===== src/rtl/pkt16_rx_pkg.sv =====
package pkt16_rx_pkg;

   localparam int DW = 16;

   typedef struct packed {
      logic [DW-1:0] data;
      logic          sop;
      logic          eop;
      logic          two;
      logic          err;
   } beat_t;

   typedef enum logic [1:0] {
      ST_IDLE = 2'd0,
      ST_PKT  = 2'd1,
      ST_DROP = 2'd2
   } rx_state_t;

   localparam logic [2:0] C_IDLE = 3'b000;
   localparam logic [2:0] C_FULL = 3'b101;

endpackage


===== src/rtl/pkt16_rx_decode.sv =====
module pkt16_rx_decode
   import pkt16_rx_pkg::*;
#(
   parameter int OCW = 8
) (
   input  logic           clk,
   input  logic           rst_n,
   input  logic [2:0]     ctl,
   input  logic [DW-1:0]  dat,
   output logic           push,
   output beat_t          push_beat,
   output logic [OCW-1:0] orphan_cnt
);

   rx_state_t st;
   beat_t     hold;
   logic      err_q;
   logic      in_pkt;
   logic      is_idle;

   assign in_pkt  = (st == ST_PKT);
   assign is_idle = (ctl == C_IDLE);

   // the held beat leaves when a new data beat or the closing idle arrives
   assign push = in_pkt && (ctl[0] || is_idle);

   always_comb begin
      push_beat     = hold;
      push_beat.eop = is_idle;
      push_beat.err = is_idle && err_q;
   end

   always_ff @(posedge clk) begin
      if (!rst_n) begin
         st         <= ST_IDLE;
         hold       <= '0;
         err_q      <= 1'b0;
         orphan_cnt <= '0;
      end else begin
         unique case (st)
            ST_IDLE: begin
               if (ctl == C_FULL) begin
                  hold  <= '{data: dat, sop: 1'b1, eop: 1'b0, two: 1'b1, err: 1'b0};
                  err_q <= 1'b0;
                  st    <= ST_PKT;
               end else if (ctl[0]) begin
                  st         <= ST_DROP;
                  orphan_cnt <= orphan_cnt + 1'b1;
               end
            end
            ST_PKT: begin
               if (is_idle) begin
                  st    <= ST_IDLE;
                  err_q <= 1'b0;
               end else begin
                  if (ctl[1]) err_q <= 1'b1;
                  if (ctl[0]) begin
                     hold.data <= ctl[2] ? dat : {8'h00, dat[7:0]};
                     hold.sop  <= 1'b0;
                     hold.eop  <= 1'b0;
                     hold.two  <= ctl[2];
                     hold.err  <= 1'b0;
                  end
               end
            end
            ST_DROP: begin
               if (is_idle) st <= ST_IDLE;
            end
            default: st <= ST_IDLE;
         endcase
      end
   end

endmodule


===== src/rtl/pkt16_rx_skid.sv =====
module pkt16_rx_skid #(
   parameter int W     = 20,
   parameter int DEPTH = 16,
   localparam int AW   = $clog2(DEPTH)
) (
   input  logic         clk,
   input  logic         rst_n,
   input  logic         wr_en,
   input  logic [W-1:0] din,
   input  logic         rd_en,
   output logic [W-1:0] dout,
   output logic         valid,
   output logic         full,
   output logic [AW:0]  level
);

   logic [W-1:0] mem [DEPTH];
   logic [AW:0]  wp, rp;
   logic         do_wr, do_rd;

   assign level = wp - rp;
   assign full  = (level == (AW+1)'(DEPTH));
   assign valid = (level != '0);
   assign dout  = mem[rp[AW-1:0]];
   assign do_wr = wr_en && !full;
   assign do_rd = rd_en && valid;

   always_ff @(posedge clk) begin
      if (do_wr) mem[wp[AW-1:0]] <= din;
   end

   always_ff @(posedge clk) begin
      if (!rst_n) begin
         wp <= '0;
         rp <= '0;
      end else begin
         if (do_wr) wp <= wp + 1'b1;
         if (do_rd) rp <= rp + 1'b1;
      end
   end

endmodule


===== src/rtl/pkt16_rx_fc.sv =====
module pkt16_rx_fc #(
   parameter int CW     = 8,
   parameter int LW     = 5,
   parameter int THRESH = 8,
   parameter bit REG_FC = 1'b1
) (
   input  logic          clk,
   input  logic          rst_n,
   input  logic [CW-1:0] desc_avail,
   input  logic [CW-1:0] low_mark,
   input  logic          sw_pause,
   input  logic [LW-1:0] level,
   output logic          fc_out
);

   logic fc_raw;

   assign fc_raw = (desc_avail < low_mark) || sw_pause
                   || (level >= LW'(THRESH));

   generate
      if (REG_FC) begin : g_reg
         logic fc_q;
         always_ff @(posedge clk) begin
            if (!rst_n) fc_q <= 1'b0;
            else        fc_q <= fc_raw;
         end
         assign fc_out = fc_q;
      end else begin : g_comb
         assign fc_out = fc_raw;
      end
   endgenerate

endmodule


===== src/rtl/pkt16_rx.sv =====
module pkt16_rx
   import pkt16_rx_pkg::*;
#(
   parameter int DEPTH  = 16,
   parameter int SKID   = 8,
   parameter int CW     = 8,
   parameter int OCW    = 8,
   parameter bit REG_FC = 1'b1,
   localparam int LW    = $clog2(DEPTH) + 1,
   localparam int BW    = $bits(beat_t)
) (
   input  logic           clk,
   input  logic           rst_n,
   input  logic [2:0]     rx_ctl,
   input  logic [15:0]    rx_dat,
   input  logic [CW-1:0]  desc_avail,
   input  logic [CW-1:0]  low_mark,
   input  logic           sw_pause,
   input  logic           out_ready,
   output logic           out_valid,
   output logic [15:0]    out_data,
   output logic           out_sop,
   output logic           out_eop,
   output logic           out_two,
   output logic           out_err,
   output logic           fc_out,
   output logic [OCW-1:0] orphan_cnt
);

   generate
      if (SKID < 6) begin : g_bad_skid
         $error("SKID must cover at least 6 beats of pause latency");
      end
      if (SKID >= DEPTH) begin : g_bad_depth
         $error("DEPTH must exceed SKID");
      end
      if ((1 << $clog2(DEPTH)) != DEPTH) begin : g_bad_pow2
         $error("DEPTH must be a power of two");
      end
   endgenerate

   logic          push_w;
   logic          full_w;
   beat_t         push_beat;
   beat_t         head;
   logic [BW-1:0] head_bits;
   logic [LW-1:0] level_w;

   pkt16_rx_decode #(.OCW(OCW)) dec_i (
      .clk        (clk),
      .rst_n      (rst_n),
      .ctl        (rx_ctl),
      .dat        (rx_dat),
      .push       (push_w),
      .push_beat  (push_beat),
      .orphan_cnt (orphan_cnt)
   );

   pkt16_rx_skid #(.W(BW), .DEPTH(DEPTH)) skid_i (
      .clk   (clk),
      .rst_n (rst_n),
      .wr_en (push_w),
      .din   (push_beat),
      .rd_en (out_ready),
      .dout  (head_bits),
      .valid (out_valid),
      .full  (full_w),
      .level (level_w)
   );

   pkt16_rx_fc #(.CW(CW), .LW(LW), .THRESH(DEPTH - SKID), .REG_FC(REG_FC)) fc_i (
      .clk        (clk),
      .rst_n      (rst_n),
      .desc_avail (desc_avail),
      .low_mark   (low_mark),
      .sw_pause   (sw_pause),
      .level      (level_w),
      .fc_out     (fc_out)
   );

   assign head     = beat_t'(head_bits);
   assign out_data = head.data;
   assign out_sop  = head.sop;
   assign out_eop  = head.eop;
   assign out_two  = head.two;
   assign out_err  = head.err;

endmodule


===== config.mk =====
export PLATFORM = sky130hd
export DESIGN_NAME = pkt16_rx
export DESIGN_NICKNAME = d
export VERILOG_FILES = /design/src/rtl/pkt16_rx_pkg.sv /design/src/rtl/pkt16_rx_decode.sv /design/src/rtl/pkt16_rx_skid.sv /design/src/rtl/pkt16_rx_fc.sv /design/src/rtl/pkt16_rx.sv
export SDC_FILE = /design/constraint.sdc
export NUM_CORES = 1
export LEC_CHECK = 0
export ABC_AREA = 1
export BUFFER_PORTS_ARGS = -buffer_cell sky130_fd_sc_hd__buf_2
export CAP_MARGIN = 30
export CELL_PAD_IN_SITES_DETAIL_PLACEMENT = 0
export CELL_PAD_IN_SITES_GLOBAL_PLACEMENT = 1
export CORE_MARGIN = 5
export CORE_UTILIZATION = 45
export DETAILED_ROUTE_END_ITERATION = 12
export PLACE_DENSITY_LB_ADDON = 0.1
export SETUP_SLACK_MARGIN = 0.1
export SLEW_MARGIN = 20
export SYNTH_ARGS = -nofsm -noshare
export SYNTH_HDL_FRONTEND = slang
export SYNTH_SLANG_ARGS = --single-unit

===== constraint.sdc =====
create_clock -name clk -period 3.3 [get_ports clk]
set_clock_uncertainty 0.15 [all_clocks]
set_input_delay 0.165 -clock clk [delete_from_list [all_inputs] [get_ports clk]]
set_output_delay 0.165 -clock clk [all_outputs]
set_load 0.1 [all_outputs]

# --- Word-level counts from Yosys, hierarchy flattened ---
# Memory sizes are Yosys's and may differ from the RTL's. A register that Yosys moved wholly into a read port is not among the register bits.
# Index checks and enable logic that the tools add are counted.
# W data, S select, Z words.
totals:
  ff_bits: 40
  ram_bits: 320
  input_bits: 39
  output_inout_bits: 30
  wordCells: 61
  n_memories: 1
memory_table:
  columns: ["memory", "depth", "word_bits", "read_ports", "rd_clocked_by_memory_dff", "write_ports", "line_no", "source"]
  rows:
  - ["skid_i.mem", 16, 20, 1, 1, 1, "pkt16_rx_skid.sv:17", "logic [W-1:0] mem [DEPTH];"]
op_classes:
  n_addsub: 4
  order_cmp: 2
  eq_ne: 10
  n_mux: 17
  n_bitwise: 1
  n_reduce_logical: 17
ops:
  columns: ["operator", "n"]
  rows:
  - ["$mux W20", 3]
  - ["$pmux W20 S2", 1]
  - ["$mux W16", 1]
  - ["$add A5 B1 Y5 const B", 2]
  - ["$add A8 B1 Y8 const B", 1]
  - ["$lt A8 B8 Y1", 1]
  - ["$mux W4", 2]
  - ["$mux W2", 3]
  - ["$reduce_and A3 Y1", 2]
  - ["$eq A5 B5 Y1 const B", 1]
  - ["$ge A5 B4 Y1 const B", 1]
  - ["$mux W1", 5]
  - ["$reduce_bool A5 Y1", 1]
  - ["$sub A5 B5 Y5", 1]
  - ["$logic_and A1 B1 Y1", 4]
  - ["$ne A2 B1 Y1 const B", 2]
  - ["$ne A2 B2 Y1 const B", 2]
  - ["$pmux W2 S2", 1]
  - ["$reduce_and A4 Y1", 1]
  - ["$eq A3 B3 Y1 const B", 1]
  - ["$logic_not A3 Y1", 1]
  - ["$logic_or A1 B1 Y1", 3]
  - ["$ne A3 B2 Y1 const B", 1]
  - ["$ne A3 B3 Y1 const B", 1]
  - ["other kinds (9)", 9]

# --- Longest topological paths before layout ---
# Gate-level depths: netlist of the first run.
logic_depth:
  ltp_word: 6
  ltp_mapped: 14
  mapped_depth_nobuf: 13

# --- Modules after synthesis ---
# From an unflattened synthesis of the first run, not the netlist that was laid out.
hier_totals:
  hier_cells: 1296
  hier_area_um2: 15089.5
by_module_without_submodules:
  columns: ["module", "n_inst", "cells_each", "area_each_um2", "seq_area_each_um2"]
  rows:
  - ["pkt16_rx_skid", 1, 1076, 13524.2, 9889.5]
  - ["pkt16_rx_decode", 1, 184, 1338.8, 580.6]
  - ["pkt16_rx_fc", 1, 36, 226.5, 20.0]

# --- Worst setup path after synthesis of the first run ---
# Ideal clock, no wire load.
synth_timing:
  path_kind: "reg2reg"
  from: "register skid_i.rp[1]"
  to: "memory skid_i.mem[10][0] (enable)"
  setup_time_ns: 0.422
  t_arrival_ns: 2.841
  t_required_ns: 2.728
  path_slack_ns: -0.113
  path_stages_with_launch: 13
  n_path_buf: 1
  period_less_slack_ns: 3.413
  cell_sequence: "dfxtp_1 > inv_1 > ha_1 > nand2_1 > nand2_1 > nand2_1 > nand2_1 > nand2_1 > nand2_1 > nand2_1 > nand2_2 > buf_6 > nor3_1"
synth_via:
  elab_chain_len: 6
synth_lines:
  columns: ["item", "line_no", "source"]
  rows:
  - ["start, declared", "pkt16_rx_skid.sv:18", "logic [AW:0] wp, rp;"]
  - ["start signal, assigned", "pkt16_rx_skid.sv:38", "if (do_rd) rp <= rp + 1'b1;"]
  - ["$sub A5 B5 Y5", "pkt16_rx_skid.sv:21", "assign level = wp - rp;"]
  - ["$eq A5 B5 Y1", "pkt16_rx_skid.sv:22", "assign full = (level == (AW+1)'(DEPTH));"]
  - ["$logic_not A1 Y1", "pkt16_rx_skid.sv:25", "assign do_wr = wr_en && !full;"]
  - ["$logic_and A1 B1 Y1", "pkt16_rx_skid.sv:25", null]
  - ["$mux W1", "pkt16_rx_skid.sv:29", "if (do_wr) mem[wp[AW-1:0]] <= din;"]
  - ["$mux W1 (not written as such)", "pkt16_rx_skid.sv:29", null]
  - ["end, declared", "pkt16_rx_skid.sv:17", null]
# Every way passes these cells.

==> results.md, run 1 <==
Run status:
- The run finished with clean final reports.

Final layout:
- The final non-filler cell area is 18000 um2.
- The number of filler cells placed in the layout is 2854.
- For this run, the post-layout net count is 1442.
- The layout-stage area growth over the synthesis result is 20.4%.
- The area occupied by registers is 10500 um2.
- The final non-filler cell total is 1855.
- The antenna cell count is 0.
- In the final layout, the share of cells above drive strength 1 is 13.7%.
- The area of the multi-input gates is 3960 um2.

Synth:
- The number of standard cells after synthesis is 1273.
- During synthesis, Yosys emitted a total of 0 warnings.
- The number of nets handed over by synthesis was 1331.
- The number of library cell types mapped by synthesis is 33.
- The post-synthesis instance area is 15000 um2.
- After synthesis, flip-flops and latches occupy 70.0% of the total area.
- After synthesis, the cell types taking the most area are edfxtp_1 (64%), nor2_1 (7.1%), o21ai_0 (6.1%), dfxtp_1 (5.9%), o211ai_1 (4.4%).
- The cell accounting for the most synthesized area is edfxtp_1.
- In this run the biggest area consumer among cell types represents 64.1% of the synthesized area.
- The register bit count reported by yosys is 364.
- A synthesized cell averages 11.8 um2.

Place:
- The number of buffers inserted by port buffering is 68.
- The cell area after placement is 16300 um2.
- The half-perimeter wire length of the detailed placement result is 22300 um.
- The number of cells in the design after placement is 1745.
- At the end of routability-driven placement, the weighted congestion stood at 0.772.

Route:
- The met2 wire length is 17200 um.
- In the final routed layout, each cell accounts on average for 19.7 um.
- The wire length reported by the detailed router is 36500 um.
- The number of vias after detailed routing is 9906.
- The number of nets with antenna violations after routing is 0.
- For this run, the detailed router's first-pass iteration total came to 4.
- In the detailed route, the total length drawn on met3 is 1620 um.
- The vias per cell is 5.34.
- The detailed router finished its first iteration with 641 violations.
- After detailed routing, the number of remaining DRC violations is 0.
- The detailed router put a total of 17100 um of wire on met1.
- In this run the top signal layer used is met4.

STA:
- The final number of hold-violating endpoints was 0.
- The actual slew at the worst max-slew pin is 0.817 ns.
- Dividing the final minimum period by the clock period gives 89.3%.
- The maximum clock rate is 339 MHz.
- Setup violations remaining at the end of the flow were counted as 0.
- Adding up every negative setup slack in the final design gives 0 ns.
- Measured against its own limit, the worst slew margin works out to 45.5%.
- The final count of pins violating max slew is 0.
- The final critical path time including I/O delays and setup is 2.95 ns.
- Setup repair after global routing left no endpoint under its margin.

CTS:
- The clock-pin slew reported for the worst setup and hold paths after clock tree synthesis is 0.05 ns.
- At the later pin of the worst-skew pair, clock insertion delay measures 0.51 ns.
- The number of H-tree levels is 2.
- TritonCTS built the clock tree.
- Once the clock tree was built, the resizer swapped 0 gates to a different size.
- No sink is reached through more buffers than the 3 on the longest clock path.
- Clock tree synthesis found a total of 364 sinks.
- The root buffer cell chosen for the clock tree is clkbuf_16.
- Counting the buffers created by CTS gives 40.
- Post-CTS timing repair inserted 0 buffers for setup.

Pwr:
- Power spread over the standard cell area amounts to 822 nW/um2.
- The combinational power share is 28.5%.
- Across the VDD grid, the largest voltage drop is 605 uV.
- The net load switching power is 5130 uW.
- Internal power comes to 9700 uW.
- The switching portion of total power is 34.6%.
- In this run the static leakage power is 0.00624 uW.
- Of the total power, the clock network draws 30.8%.
- Registers are responsible for 40.7% of the overall power.

Setup path:
- The endpoint type of the worst setup path is a primary output.
- The standard cell with the maximum stage delay on the critical path is dfxtp_4.
- The critical path goes through inv_6, buf_12, buf_4, nor2_1, o211ai_1, o211ai_1, nand2_1, buf_12.
- The largest delay contributor family on the critical path is buffers and inverters.
- The setup path with the least slack is of type reg2out.
- The critical path launch point type is a register.
- Of all nets on the critical path, the largest fanout is 44.
- The largest single stage delay on the critical path is 0.36 ns.
- STA puts the critical path data required time at 2.98 ns.
- The data arrival at the endpoint of the critical path is 2.63 ns.
- The sum of buffers and inverters on the critical path is 4.

Floorplan:
- The area inside the core boundary is 32700 um2.
- The number of standard-cell rows in the floorplan is 66.
- The floorplan die area is 37100 um2.
- From left edge to right edge, the die measures 192 um.
- Pin placement for this block handled 69 I/O pins.
- Once the floorplan was initialized, standard cells occupied 45.8% of the core.
- The die span in y is 192 um.

Min path:
- The worst hold-check path type is in2reg.

Global route:
- The first global-routing pass estimated 56900 um of wire.
- The global-route usage over all layers is 19.9%.
- The sum of overflow across all layers after global routing is 0.
- The via count of the first global-routing pass is 9866.
- The maximum number of pins on one net before global-route repair is 161.
- The initial antenna violation count is 0.

Job:
- Max-cap violations in this run came to 0.
## through the flow
step	util [%]	setup slack (ns)	power (uW)	hold slack, ns
after CTS	55.2	0.345	15000	0.271
after global placement	49.8	0.625	10200	0.238
after global routing	55.2	0.249	15500	0.315
after detailed placement	49.8	0.571	10300	0.251
final	55.2	0.352	14800	0.301
after floorplan	-	-0.113	8730	0.150
## cells by family (layout without fill, tap and decap cells)
kind of cell	count (synthesis)	in the layout	synth area share, %
and+or+nand+nor	437	437	11.7
DFF	364	364	70.0
AOI/OAI and AO/OA	322	322	12.4
buffers and inverters	128	268	4.15
adders and majority gates	19	19	1.59
xor gates and xnor gates	3	3	0.175
## power groups by stage
stage	Clock, uW	Combinational (uW)	Sequential (uW)
final	4560	4230	6040
after global routing	4850	4580	6100
after CTS	4650	4270	6050
after detailed placement	0	4120	6150
after global placement	0	4110	6130
after floorplan	0	2830	5900
## final timing paths
kind / start / to / slack, ns / depth (start not counted)
setup / recovery: register / out_data[11] / 0.35 / 8
hold / removal: rx_dat[0] / dec_i.push_beat[4] / 0.30 / 4
setup reg to reg: skid_i.rp[1] / skid_i.mem[0][12] / 0.60 / 12
hold reg to reg: dec_i.st[1] / dec_i.st[1] / 0.32 / 2
## state kept, by name, indices dropped and copies added (netlist names), named ones only
register	flops
fc_i.fc_out	1
skid_i.wp	5
dec_i.err_q	1
skid_i.mem	320
dec_i.st	2
skid_i.rp	5
dec_i.orphan_cnt	8
dec_i.push_beat	18
## worst register-to-register path, cell delays in order, from the launching register on
cell	delay [ns]
dfxtp_1	0.38
inv_1	0.06
ha_1	0.32
nand2_1	0.12
nand2_1	0.08
nand2_1	0.10
nand2_1	0.07
nand2_1	0.07
nand2_1	0.06
nand2_1	0.11
nand2_2	0.32
nor3_2	0.22
buf_4	0.33
## cell type report
cell class | instances | area share (%)
Sequential cell | 364 | 58.2
Clock inverter | 23 | 1.62
Inverter | 53 | 1.13
Multi-Input combinational cell | 781 | 21.9
Timing Repair Buffer | 144 | 8.16
Tap cell | 442 | 3.07
Clock buffer | 48 | 5.89
## Yosys cell counts
cell type and number:
edfxtp_1 320, nor2_1 284, o21ai_0 182, o211ai_1 88
nand2_1 82, inv_1 48, dfxtp_1 44, nand3_1 44
clkbuf_1 36, a21oi_1 33, ha_1 19, nor3_1 17
buf_2 16, o21ai_1 14, buf_4 12, buf_6 8
inv_2 3, a211oi_1 2, a21oi_4 2, buf_1 2
nand2_2 2, nand4_1 2, nor3_2 2, xor2_1 2
and3_1 1, buf_8 1, clkinv_1 1, inv_6 1
nor2_2 1, nor4_1 1, o21a_1 1, or2_1 1
xnor2_1 1
## routing by layer
metal	GRT usage, %	vias to the layer above
met2	32.1	217
met4	4.53	0
met3	2.97	47
met1	28.9	4848
li1	-	4794
met5	0	-
## timing repair
action	in CTS	in global routing
endpoints found under the hold margin	39	0
hold buffers	39	0
setup endpoints to repair	0	0
## cell usage in the layout (no fill, tap or decap), types with 3 or more instances in the layout
cell type and n:
edfxtp_1 320, nor2_1 284, o21ai_0 182, o211ai_1 88, nand2_1 82, inv_1 48
buf_2 48, nand3_1 44, dfxtp_1 41, clkbuf_16 41, dlygate4sd3_1 39, a21oi_1 33
buf_12 33, buf_4 24, ha_1 19, o21ai_1 14, nor3_2 14, clkinv_2 10
bufinv_16 7, clkbuf_1 6, clkinv_1 5, inv_2 3, nor3_1 3
No activity file was read; power rests on OpenSTA's default activity.
==> inputs of run 2 (changes only) <==
==> constraint.sdc (replaced) <==
create_clock -name clk -period 3.3 [get_ports clk]
set_clock_uncertainty 0.15 [all_clocks]
set_input_delay 0.33 -clock clk [delete_from_list [all_inputs] [get_ports clk]]
set_output_delay 0.33 -clock clk [all_outputs]
set_load 0.1 [all_outputs]
==> results.md, run 2 (same netlist as run 1, synthesis figures left out) <==
Place:
- The number of cells in the design after placement is 1750 (+0.29%).
- The number of buffers inserted by port buffering was 68 (unchanged).
- The routability congestion estimate from global placement is 0.789 (+2.2%).
- The half-perimeter wire length of the detailed placement result is 22000 um (-0.99%).

Global route:
- The sum of overflow across all layers after global routing is 0 (unchanged).
- The wire length of the first global-routing pass is 56700 um (-0.34%).
- The global-route usage over all layers was 19.8% (-0.13 points).
- The maximum number of pins on one net before global-route repair was 112 (-30%).
- The initial antenna violation count is 0 (unchanged).
- The via count of the first global-routing pass is 9591 (-2.8%).

Setup path:
- The standard cell with the maximum stage delay on the critical path is dfxtp_4.
- The peak fanout along the critical path is 111 (+150%).
- The dominant cell type by count on the critical path is buf_12.
- The sum of buffers and inverters on the critical path came to 2 (-2).
- The worst reg-to-reg setup slack was 0.69 ns (+0.09 ns).
- The startpoint identified for the worst register-to-register timing path is skid_i.rp[1].
- The largest delay contributor family on the critical path is buffers and inverters.
- The endpoint type of the worst setup path is a primary output.
- The maximum single-stage delay on the critical path is 0.39 ns (+0.03 ns).
- The data arrival at the endpoint of the critical path is 2.55 ns (-0.08 ns).
- The worst setup path is launched from a register.
- The data required time of the worst path is 2.82 ns (-0.16 ns).
- The category of the most critical setup path is reg2out.
- Traced cell by cell, the critical path runs through buf_12, o21ai_0, o211ai_1, nand3_1, nand2_1, buf_12.

CTS:
- The master cell of the clock root buffer is clkbuf_16.
- The total clock buffers created by CTS is 38 (-5.0%).
- The deepest clock path buffer count came to 3 (unchanged).
- The number of H-tree levels is 2 (unchanged).
- The number of sinks driven by the clock tree is 364 (unchanged).
- The clock-pin slew reported for the worst setup and hold paths after clock tree synthesis was 0.06 ns (about the same).
- TritonCTS built the clock tree.
- The insertion delay to the later sink of the worst-skew pair was 0.52 ns (about the same).

Floorplan:
- The initial core utilization is 45.8% (unchanged).
- The die span in y is 192 um (unchanged).
- The die width is 192 um (unchanged).
- The number of standard-cell rows in the floorplan came to 66 (unchanged).
- The floorplan die area is 37100 um2 (unchanged).
- The number of placed I/O pins came to 69 (unchanged).
- The area inside the core boundary was 32700 um2 (unchanged).

Pwr:
- The part of the total power dissipated in the clock network came to 28.1% (-2.7 points).
- The switching portion of total power is 35.9% (+1.3 points).
- The sequential cell fraction of total power is 42.6% (+1.9 points).
- The worst vdd rail ir drop was 497 uV (-18%).
- The leakage power summed over all cells is 0.00608 uW (-2.6%).
- The net load switching power is 5050 uW (-1.5%).
- The total chip power was 14100 uW (-5.1%).
- The combinational power share came to 29.3% (+0.8 points).
- The power density over the cells was 798 nW/um2 (-3.0%).
- The internal power component is 9030 uW (-7.0%).

Route:
- The wire length reported by the detailed router is 36200 um (-0.81%).
- The routed length per instance was 19.7 um (+0.16%).
- The number of vias after detailed routing was 9912 (+0.061%).
- The starting DRC count in detailed routing is 777 (+21%).
- The number of remaining DRC errors came to 0 (unchanged).
- The number of nets with antenna violations after routing is 0 (unchanged).
- The vias per cell is 5.40 (+1.0%).
- The count of TritonRoute iterations in the first routing pass is 7 (+3).

Final layout:
- The layout cell share with drive strength beyond 1 is 13.6% (-0.11 points).
- The flip-flop count of the largest register, all copies and words added was 320 (unchanged).
- From synthesis to final layout, the design area changed by 17.8%.
- The core occupancy in the finished layout came to 54.0% (-1.2 points).
- The library cell used most frequently in the layout, excluding fill and tap cells, is edfxtp_1.
- The number of filler cells placed in the layout is 2844 (-0.35%).
- The top cell types in the final layout, fill and taps aside, are edfxtp_1 (320), nor2_1 (284), o21ai_0 (182).
- The number of nets in the final layout is 1425 (-1.2%).
- The antenna cell count is 0 (unchanged).
- The final non-filler cell total was 1837 (-0.97%).

Run status:
- The flow ran to the end, and the final reports show no timing, DRC or antenna violations.

STA:
- The final number of hold-violating endpoints is 0 (unchanged).
- The final critical path time including I/O delays and setup is 3.03 ns (+0.0801 ns).
- The fraction of the cycle the final worst path needs is 91.8% (+2.4 points).
- The worst hold slack across all endpoints is 0.0791 ns (-0.222 ns).
- The tightest slew margin relative to the limit is 45.5% (about the same).
- The maximum clock rate is 330 MHz (-2.6%).
- The actual slew at the worst max-slew pin was 0.816 ns (-0.000306 ns).
- Setup repair after global routing left no endpoint under its margin.
- The final number of setup-violating endpoints is 0 (unchanged).
- The final count of pins violating max slew is 0 (unchanged).

Job:
- The max-cap check violation count came to 0 (unchanged).

Min path:
- The startpoint identified for the worst hold timing path is desc_avail[7].
- The worst hold-check path type is in2reg.
==> run 2: cell count changes in the layout (fill, tap and decap cells not counted), sizes merged <==
cell,change
dlygate4sd3,-20
buf,+5
inv,+1
clkbuf,+5
clkinv,-3
clkinvlp,+1
bufinv,-7
==> run 2: worst reg2reg max path, cell delays in order (launching register included) <==
cell and delay [ns]:
dfxtp_1 0.38, inv_1 0.06, ha_1 0.32, nand2_1 0.12, nand2_1 0.08, nand2_1 0.10, nand2_1 0.07, nand2_1 0.07
nand2_1 0.06, nand2_1 0.10, nand2_2 0.06, buf_4 0.22, nor3_2 0.15, buf_4 0.34
==> run 2: area by class of cell <==
| type | count | area [um2] | area share [%] |
|---|---|---|---|
| clock buffer | 53 | 1060 | 6.00 |
| timing repair buffer | 129 | 1300 | 7.34 |
| tap | 442 | 553 | 3.13 |
| clock inverter | 15 | 77.6 | 0.440 |
| sequential | 364 | 10500 | 59.5 |
| inverter | 53 | 206 | 1.17 |
| multi-input combinational | 781 | 3960 | 22.4 |
==> run 2: power by group through the flow <==
stage | Sequential, uW | Combinational (uW) | Clock [uW]
2_1_floorplan | 5900 | 2830 | 0
3_3_place_gp | 6090 | 4140 | 0
3_5_place_dp | 6100 | 4150 | 0
4_1_cts | 6010 | 4170 | 4050
5_1_grt | 6050 | 4490 | 4240
6_report | 5990 | 4130 | 3950
==> run 2: path summary, 6_finish.rpt <==
| check | endpoint | cells past startpoint |
|---|---|---|
| setup / recovery | out_data[15] | 6 |
| hold / removal | fc_i.fc_out | 5 |
| setup reg to reg | skid_i.mem[15][2] | 13 |
| hold reg to reg | dec_i.st[1] | 2 |
==> run 2: timing repair <==
item | CTS | global route
gates resized for setup | 0 | 1
hold buffers | 19 | 0
endpoints found under the setup margin | 0 | 10
buffers inserted | 0 | 0
endpoints found under the hold margin | 19 | 0
==> run 2: through the flow <==
step	setup TNS (ns)	setup slack (ns)	instance area (um2)
after floorplan	-18.07	-0.113	15000
after global routing	0	0.103	17600
after global placement	0	0.734	16300
final	0	0.271	17600
after detailed placement	0	0.703	16300
after CTS	0	0.163	17600
==> run 2: layer usage <==
layer  vias up  global-route usage, %  wire length [um]
li1       4759                      -                 -
met1      4841                   29.7             17300
met2       261                   30.9             16500
met3        51                   2.79              1810
met4         0                   4.42               647
met5         -                      0                 0
==> inputs of run 3 (changes only) <==
--- a/config.mk
+++ b/config.mk
@@ -18,4 +18,5 @@
 export SLEW_MARGIN = 20
 export SYNTH_ARGS = -nofsm -noshare
 export SYNTH_HDL_FRONTEND = slang
+export SYNTH_HIERARCHICAL = 1
 export SYNTH_SLANG_ARGS = --single-unit
==> results.md, run 3 <==
Run status:
- The flow ran to the end, and the final reports show no timing, DRC or antenna violations.

Synth:
- Among all flip-flop cells after synthesis, the most frequent one is edfxtp_1.
- The number of flops mapped to enable cells by yosys is 320 (unchanged).
- The synthesized area per cell is 11.6 um2 (-1.1%).
- The async set or reset register ratio after synthesis is 0% (unchanged).
- The number of library cell types mapped by synthesis is 36 (+9.1%).
- By area the synthesized netlist is led by edfxtp_1 (64%), nor2_1 (7.5%), dfxtp_1 (5.8%), o21ai_0 (5.6%), o211ai_1 (4.0%).
- The most numerous cell in the Yosys netlist is edfxtp_1.
- The register bit count reported by yosys is 364 (unchanged).
- The number of warning messages in the yosys log is 6 (+6).
- The portion of synthesized cell area occupied by the leading cell type is 63.7% (-0.44 points).
- The post-synth net total is 1356 (+1.9%).
- The number of standard cells after synthesis was 1296 (+1.8%).
- The post-synthesis instance area is 15100 um2 (+0.68%).
- After synthesis, the most frequently instantiated cells are edfxtp_1 (320), nor2_1 (301), o21ai_0 (170), nand2_1 (98), o211ai_1 (80).
- edfxtp_1 takes more of the synthesized area than any other cell.
- The share of synthesized area occupied by flip-flops and latches is 69.5% (-0.48 points).

CTS:
- The master cell of the clock root buffer is clkbuf_16.
- The total clock buffers created by CTS came to 39 (+2.6%).
- The insertion delay to the later sink of the worst-skew pair was 0.51 ns (about the same).
- The number of sinks driven by the clock tree is 364 (unchanged).
- The number of H-tree levels was 2 (unchanged).
- The deepest clock path buffer count is 3 (unchanged).
- The clock-pin slew reported for the worst setup and hold paths after clock tree synthesis is 0.06 ns (about the same).
- TritonCTS built the clock tree.

Route:
- The routed length per instance is 20.0 um (+1.2%).
- The number of vias after detailed routing is 9988 (+0.77%).
- The number of nets with antenna violations after routing came to 0 (unchanged).
- The vias per cell is 5.37 (-0.53%).
- The total routed wire length on the met1 layer is 17100 um (-1.4%).
- The starting DRC count in detailed routing is 680 (-12%).
- The number of remaining DRC errors came to 0 (unchanged).
- The wire length reported by the detailed router is 37100 um (+2.5%).
- The met2 wire length is 17700 um (+7.5%).
- The count of TritonRoute iterations in the first routing pass is 5 (-2).
- The length of routed met3 wiring is 1750 um (-3.0%).
- After detailed routing, no signal wire sits above met4.

STA:
- The final critical path time including I/O delays and setup was 3.10 ns (+0.0693 ns).
- The fraction of the cycle the final worst path needs was 93.9% (+2.1 points).
- The final number of hold-violating endpoints was 0 (unchanged).
- Setup repair after global routing could not meet its margin everywhere.
- The maximum clock rate is 323 MHz (-2.2%).
- The tightest slew margin relative to the limit is 46.3% (+0.74 points).
- The final number of setup-violating endpoints came to 0 (unchanged).
- The actual slew at the worst max-slew pin is 0.805 ns (-0.0111 ns).
- The total negative setup slack is 0 ns (unchanged).
- The final count of pins violating max slew is 0 (unchanged).

Setup path:
- The peak fanout along the critical path is 37 (-67%).
- The worst setup path is launched from a register.
- By startpoint and endpoint, the worst setup path is classified as reg2out.
- The maximum single-stage delay on the critical path was 0.40 ns (about the same).
- STA classifies the critical path endpoint as a primary output.
- The data arrival at the endpoint of the critical path was 2.62 ns (+0.07 ns).
- The data required time of the worst path was 2.82 ns (about the same).
- The sum of buffers and inverters on the critical path was 2 (unchanged).
- Walking the worst path, the cells encountered are buf_4, o21ai_0, o21ai_0, o211ai_1, nand2_1, buf_2.
- The standard cell with the maximum stage delay on the critical path is o211ai_1.
- The most numerous cell type found on the critical path is o21ai_0.
- Grouping stages by cell kind, the critical path spends the most delay in compound AO/OA/AOI/OAI gates.

Global route:
- The sum of overflow across all layers after global routing is 0 (unchanged).
- The via count of the first global-routing pass is 9802 (+2.2%).
- The wire length of the first global-routing pass came to 57400 um (+1.1%).
- The initial antenna violation count came to 0 (unchanged).
- The global-route usage over all layers is 20.1% (+0.35 points).
- The maximum number of pins on one net before global-route repair is 91 (-19%).

Min path:
- The worst hold-check path type is in2reg.

Final layout:
- The area occupied by registers is 10500 um2 (unchanged).
- The area of the multi-input gates was 4070 um2 (+2.8%).
- The number of nets in the final layout is 1444 (+1.3%).
- The antenna cell count came to 0 (unchanged).
- In the layout the commonest cells are edfxtp_1 (320), nor2_1 (289), o21ai_0 (170).
- The final non-filler cell area is 17500 um2 (-0.70%).
- Relative to the synthesized area, the layout overhead comes to 16.1%.
- The library cell used most frequently in the layout, excluding fill and tap cells, is edfxtp_1.
- The layout cell share with drive strength beyond 1 was 13.9% (+0.32 points).
- The number of filler cells placed in the layout is 2962 (+4.1%).
- The flip-flop count of the largest register, all copies and words added came to 320 (unchanged).

Place:
- The half-perimeter wire length of the detailed placement result is 23600 um (+7.1%).
- The routability congestion estimate from global placement is 0.816 (+3.4%).
- The cell area after placement is 16100 um2 (-1.3%).
- The number of buffers inserted by port buffering is 68 (unchanged).

Floorplan:
- The initial core utilization is 45.3% (-0.49 points).
- The floorplan die area is 37300 um2 (+0.65%).
- The area inside the core boundary is 33300 um2 (+1.8%).
- The die span in y is 193 um (+0.32%).
- The number of placed I/O pins came to 69 (unchanged).
- The number of standard-cell rows in the floorplan was 67 (+1.5%).
- The die width came to 193 um (+0.32%).

Pwr:
- The combinational power share came to 16.0% (-13 points).
- The leakage power summed over all cells is 0.00605 uW (-0.51%).
- The net load switching power is 3280 uW (-35%).
- The worst vdd rail ir drop was 304 uV (-39%).
- The power density over the cells is 656 nW/um2 (-18%).
- The sequential cell fraction of total power was 46.3% (+3.7 points).
- The switching portion of total power is 28.6% (-7.3 points).
- The internal power component is 8210 uW (-9.1%).
- The part of the total power dissipated in the clock network is 37.6% (+9.5 points).

Job:
- The max-cap check violation count came to 0 (unchanged).
==> run 3: cell type report <==
class                   instances  area share (%)
clock inverters                22            1.32
flip-flops and latches        364            59.9
multi-input cells             811            23.2
repair buffers                120            5.42
well taps                     448            3.20
clock buffers                  48            5.88
inverters                      48            1.06
==> run 3: timing repair <==
action,CTS,global route
hold endpoints to repair,9,0
endpoints found under the setup margin,0,41
hold buffers,9,0
gates resized for setup,0,12
setup buffers,0,1
==> run 3: stage by stage <==
| stage | hold slack [ns] | setup slack, ns | total power, uW | utilization [%] | std cells |
|---|---|---|---|---|---|
| final | 0.0443 | 0.202 | 11500 | 52.7 | 1861 |
| after global routing | 0.0523 | 0.0551 | 12000 | 52.7 | 1861 |
| after CTS | 0.0263 | 0.108 | 11600 | 52.5 | 1859 |
| after detailed placement | 0.309 | 0.209 | 7260 | 48.4 | 1780 |
| after global placement | 0.304 | 0.0841 | 7250 | 48.0 | 1770 |
| after floorplan | 0.289 | -0.0832 | 6690 | - | 1296 |
==> run 3: final timing paths <==
check,cells after the start,endpoint,from,slack [ns]
worst min register to register,2,dec_i/st[1],dec_i/st[1],0.31
worst max-delay path,6,out_data[3],register,0.20
worst min-delay path,3,register,out_ready,0.04
worst max register to register,12,skid_i/mem[0][16],skid_i/wp[0],0.30
==> run 3: power by group through the flow <==
stage          combinational, uW  sequential (uW)  clock (uW)
2_1_floorplan               1360             5330           0
3_3_place_gp                1820             5430           0
3_5_place_dp                1820             5440           0
4_1_cts                     1830             5340        4410
5_1_grt                     2000             5340        4610
6_report                    1840             5330        4320
==> run 3: metal layers <==
layer  vias to the layer above  global-route usage [%]
li1                       4802                       -
met1                      4900                    28.9
met2                       238                    33.3
met3                        48                    2.77
met4                         0                    4.08
met5                         -                       0
==> run 3: cells by family after synthesis <==
kind of cell	count (synthesis)	synth area share [%]
AND/OR/NAND/NOR	473	12.5
flip-flops	364	69.5
AO/OA/AOI/OAI	314	12.0
buffers and inverters	121	3.96
adder cells (fa/ha/maj)	21	1.79
XOR/XNOR	3	0.174
==> run 3: worst reg2reg max path: cells and delay by family, from the launching register on <==
family	cells	cell delay, ns
AND/OR/NAND/NOR	7	1.35
adder cells (fa/ha/maj)	2	0.54
buffers and inverters	3	0.36
flip-flops	1	0.30
